$ cat src/rtl/status_wr_unit.sv
module status_wr_unit #(
  parameter logic [31:0] WR_MASK = 32'hF118_00F9,
  parameter logic [31:0] RST_VAL = 32'h0000_0000,
  parameter int          NCTX    = 4,
  parameter bit          WIDE64  = 1'b1,
  parameter bit          MT_EN   = 1'b1,
  localparam int         CTXW    = $clog2(NCTX)
) (
  input  logic                 clk,
  input  logic                 rst_n,
  input  logic                 wr_en,
  input  logic [31:0]          wr_data,
  input  logic                 rev_new,
  input  logic [CTXW-1:0]      ctx_sel,
  input  logic [7:0]           asid_in,
  output logic [31:0]          status_q,
  output logic [NCTX*32-1:0]   mirror_q,
  output logic                 flush_o
);

  localparam logic [31:0] SEG_MSK = 32'h0000_00E0;
  localparam logic [31:0] PRV_MSK = 32'h0000_0018;
  localparam logic [31:0] STK_MSK = 32'h0018_0000;
  localparam logic [31:0] MIR_MSK = 32'hF800_18FF;
  localparam logic [31:0] RST_EFF = RST_VAL & ~(32'h0010_0000 | PRV_MSK);

  logic        kx_c, sx_c, ux_c;
  logic [31:0] data_f, mask_f, nxt;

  assign kx_c = wr_data[7];
  assign sx_c = wr_data[6] & kx_c;
  assign ux_c = wr_data[5] & sx_c;

  assign data_f = (rev_new && WIDE64) ? {wr_data[31:8], kx_c, sx_c, ux_c, wr_data[4:0]}
                                      : wr_data;

  always_comb begin
    mask_f = WR_MASK;
    if (rev_new) begin
      if ((WR_MASK[4:3] == 2'b11) && (wr_data[4:3] == 2'b11))
        mask_f = mask_f & ~PRV_MSK;
      mask_f = mask_f & ~(STK_MSK & wr_data);
    end
  end

  assign nxt = (status_q & ~mask_f) | (data_f & mask_f);

  always_ff @(posedge clk) begin
    if (!rst_n) begin
      status_q <= RST_EFF;
      flush_o  <= 1'b0;
    end else begin
      flush_o <= WIDE64 && wr_en && (|((nxt ^ status_q) & status_q & SEG_MSK));
      if (wr_en) status_q <= nxt;
    end
  end

  logic [31:0] mir_new;
  assign mir_new = {nxt[31:28], nxt[24], 14'd0, nxt[4:3], 3'd0, asid_in};

  for (genvar g = 0; g < NCTX; g++) begin : g_mir
    always_ff @(posedge clk) begin
      if (!rst_n)
        mirror_q[g*32 +: 32] <= 32'd0;
      else if (MT_EN && wr_en && (ctx_sel == CTXW'(g)))
        mirror_q[g*32 +: 32] <= (mirror_q[g*32 +: 32] & ~MIR_MSK) | (mir_new & MIR_MSK);
    end
  end

endmodule

$ cat config.mk
export PLATFORM = sky130hd
export DESIGN_NAME = status_wr_unit
export DESIGN_NICKNAME = d
export VERILOG_FILES = /design/src/rtl/status_wr_unit.sv
export SDC_FILE = /design/constraint.sdc
export NUM_CORES = 1
export LEC_CHECK = 0
export BUFFER_PORTS_ARGS = -buffer_cell sky130_fd_sc_hd__buf_4
export CORE_MARGIN = 2
export CORE_UTILIZATION = 40
export DETAILED_ROUTE_END_ITERATION = 8
export HOLD_SLACK_MARGIN = 0.12
export PLACE_DENSITY_LB_ADDON = 0.05
export SETUP_SLACK_MARGIN = 0.02
export SYNTH_ARGS = -nofsm -noshare
export SYNTH_HDL_FRONTEND = slang
export SYNTH_SLANG_ARGS = --single-unit
$ cat constraint.sdc
create_clock -name clk -period 1.86 [get_ports clk]
set_input_delay 0.558 -clock clk [delete_from_list [all_inputs] [get_ports clk]]
set_output_delay 0.558 -clock clk [all_outputs]
set_load 0.005 [all_outputs]
==> results.sh <==
export IMPL_die_y_um=97.6
export IMPL_first_global_vias=2384
export IMPL_routed_wl_um=8000
export IMPL_synth_top_cell_area_share_pct=42.3
export IMPL_synth_edf_count=0
export IMPL_clk_pin_slew_worst_paths_ps=80
export IMPL_timing_final_ws_setup_ps=462
export IMPL_synth_cells=406
export IMPL_io_pins=207
export IMPL_finalPower_w=0.00336
export IMPL_fin_area_um2=4240
export IMPL_ys_ff_latch=74
export IMPL_grt_max_degree=34
export IMPL_start_util_pct=40.8
export IMPL_status="complete, no violations"
export IMPL_skew_ps=4.24
export IMPL_synthAdderAreaFrac_pct=0
export IMPL_syn_area_um2=3500
export IMPL_postSynth_asyncResetShare_pct=0
export IMPL_critPathSlowestCell="nand3_2"
export IMPL_cts_tree="done"
export IMPL_yosys_area_share_simple_pct=18.4
export IMPL_place_area_um2=4040
export IMPL_p_per_area_nw_per_um2=793
export IMPL_synth_cell_types=31
export IMPL_antenna_found_initial=0
export IMPL_fp_row_count=34
export IMPL_irDropWorstVdd_mv=0.403
export IMPL_drtIter0Drc=57
export IMPL_worstHoldEndpoint="mirror_q[96]"
export IMPL_synthMuxAreaShare_pct=2.00
export IMPL_rsz0062_at_grt="false"
export IMPL_syn_mean_instance_area_um2=8.63
export IMPL_crit_path_max_fanout=17
export IMPL_die_area_um2=9530
export IMPL_synth_top_family_by_area="buffers and inverters"
export IMPL_synth_flop_cell="dfxtp_1"
export IMPL_dieWidth_um=97.6
export IMPL_clockRootBuffer="clkbuf_8"
export IMPL_netlist_top_cells_area="dfxtp_1 (42%), buf_4 (19%), nand2_1 (11%)"
export IMPL_required_ps=2080
export IMPL_cap_violations=0
export IMPL_cp_slowest_stage_delay_ps=350
export IMPL_syn_to_final_growth_pct=21.0
export IMPL_ctsResizeCount=0
export IMPL_diodes=0
export IMPL_grt_pass1_wl_um=12200
export IMPL_cts_htree_levels=3
export IMPL_rrSetupSlack_ps=880
export IMPL_hp_start="mirror_q[96]"
export IMPL_port_buffer_count=100
export IMPL_path_cells="buf_4 -> buf_4 -> nand3_2 -> nand3_1 -> o21ai_0"
export IMPL_fin_crit_sh_pct=75.1
export IMPL_endpoint_kind="flop"
export IMPL_synth_compound_area_share_pct=15.0
export IMPL_startpoint="wr_en"
export IMPL_wire_per_inst_um=12.9
export IMPL_first_pass_iters=4
export IMPL_finalHoldViolations=0
export IMPL_synth_xor_xnor_area_share_pct=0
export IMPL_cp_arrival_ps=1620
export IMPL_drc=0
export IMPL_vias_per_cell=4.34
export IMPL_hp_class="flop to flop"
export IMPL_cts_buffers=9
export IMPL_clock_path_buffers=2
export IMPL_synth_commonest_cells="nand2_1 (102), buf_4 (90), dfxtp_1 (74), a21boi_0 (43)"
export IMPL_ys_seq_area_share_pct=42.3
export IMPL_yosys_area_top_type="dfxtp_1"
export IMPL_ant_nets=0
export IMPL_gr_usage_all_layers_pct=16.3
export IMPL_setup_viol=0
export IMPL_holdPathStages=2
export IMPL_crit_type="input port to flop"
export IMPL_fin_nets=554
export IMPL_crit_path_start_kind="input port"
export IMPL_fmax_ghz=0.715
export IMPL_rr_startpoint="status_q[4]"
export IMPL_synth_most_common_cell="nand2_1"
export IMPL_clk_insertion_delay_late_ps=340
export IMPL_r2r_cells=2
export IMPL_clock_sinks=74
export IMPL_drive_above_1_share_pct=27.9
export IMPL_dpl_worst_slack_ps=62.4
export IMPL_finalCriticalPeriod_ps=1400
export IMPL_r2r_end="mirror_q[108]"
export IMPL_tns_ps=0
export IMPL_core_area_um2=8590
export IMPL_post_cts_buffers=0
export IMPL_holdBufCountCts=0
export IMPL_hpwl_um=5940
export IMPL_grt_ovfl_total=0
export IMPL_fillCellCount=880
export IMPL_gp_congestion=0.718
export IMPL_vias=2695
export IMPL_slew_violations=0
export IMPL_yosys_warnings=0
export IMPL_cpMostUsedCell="buf_4"
export IMPL_p_leak_nw=1.93
==> placed cells by master, fill, tap and decap left out, types with 2 or more instances in the layout <==
| cell | n |
|---|---|
| conb_1 | 87 |
| clkinvlp_4 | 2 |
| o21ai_0 | 9 |
| mux2i_1 | 7 |
| nand2_1 | 102 |
| nor2b_1 | 9 |
| buf_4 | 113 |
| a21boi_0 | 43 |
| nand3_2 | 3 |
| and3b_1 | 2 |
| o221a_2 | 2 |
| nand3_1 | 9 |
| nand2_2 | 6 |
| o211ai_1 | 2 |
| dfxtp_1 | 74 |
| nand3b_1 | 2 |
| clkbuf_8 | 11 |
| o21ai_2 | 2 |
| nor2_1 | 3 |
| a21oi_1 | 4 |
| a21boi_1 | 9 |
==> layer usage <==
metal | wire length [um] | up-vias | global-route usage [%] | share of wire, %
li1 | - | 1345 | - | -
met1 | 3520 | 1219 | 21.2 | 44
met2 | 3670 | 122 | 25.3 | 46
met3 | 681 | 9 | 4.96 | 8.5
met4 | 126 | 0 | 6.73 | 1.6
met5 | 0 | - | 0 | 0
==> per-stage QoR <==
step / hold slack (ps) / util [%] / instances
final: 458 / 49.3 / 621
after global routing: 477 / 49.3 / 621
after CTS: 457 / 49.3 / 621
after detailed placement: 446 / 47.0 / 605
after global placement: 446 / 47.0 / 605
after floorplan: 451 / - / 492
==> state kept, by name (all words and copies together) (netlist names) <==
signal,count
flush_o,1
mirror_q,60
status_q,13
==> final cells by class <==
class	count	area (um2)	area share [%]
clock buffer	12	155	3.66
clock inverter	4	50.0	1.18
inverter	1	3.75	0.0885
multi-input combinational	309	1570	36.9
sequential	74	1480	34.9
tap	108	135	3.19
timing repair buffer	113	848	20.0
==> cell families (layout without fill, tap and decap cells) <==
| family | after synthesis | in the layout |
|---|---|---|
| simple gates | 142 | 142 |
| compound gates | 73 | 73 |
| other cells | 1 | 87 |
| mux | 7 | 7 |
| flops | 74 | 74 |
| buf+inv | 109 | 130 |
==> worst max-delay path, delay by kind of cell <==
kind / cells / cell delay (ps)
AND/OR/NAND/NOR: 2 / 550
AO/OA/AOI/OAI: 1 / 90
buffers and inverters: 2 / 400
==> worst max path at each step <==
| stage | end | cells after the start | slack, ps |
|---|---|---|---|
| final | mirror_q[108] | 5 | 460 |
| after global routing | mirror_q[103] | 5 | 340 |
| after CTS | mirror_q[108] | 5 | 430 |
| after global placement | mirror_q[108] | 5 | 90 |
| after floorplan | mirror_q[12] | 6 | 290 |
| after detailed placement | mirror_q[108] | 5 | 60 |
==> where the power goes <==
part           switching (W)  total (W)  internal [W]
logic               0.000210   0.000391      0.000181
registers          0.0000336    0.00168       0.00164
clock network       0.000602    0.00129      0.000692
total               0.000846    0.00336       0.00252
Note: power is estimated with default switching activity, not from simulation.
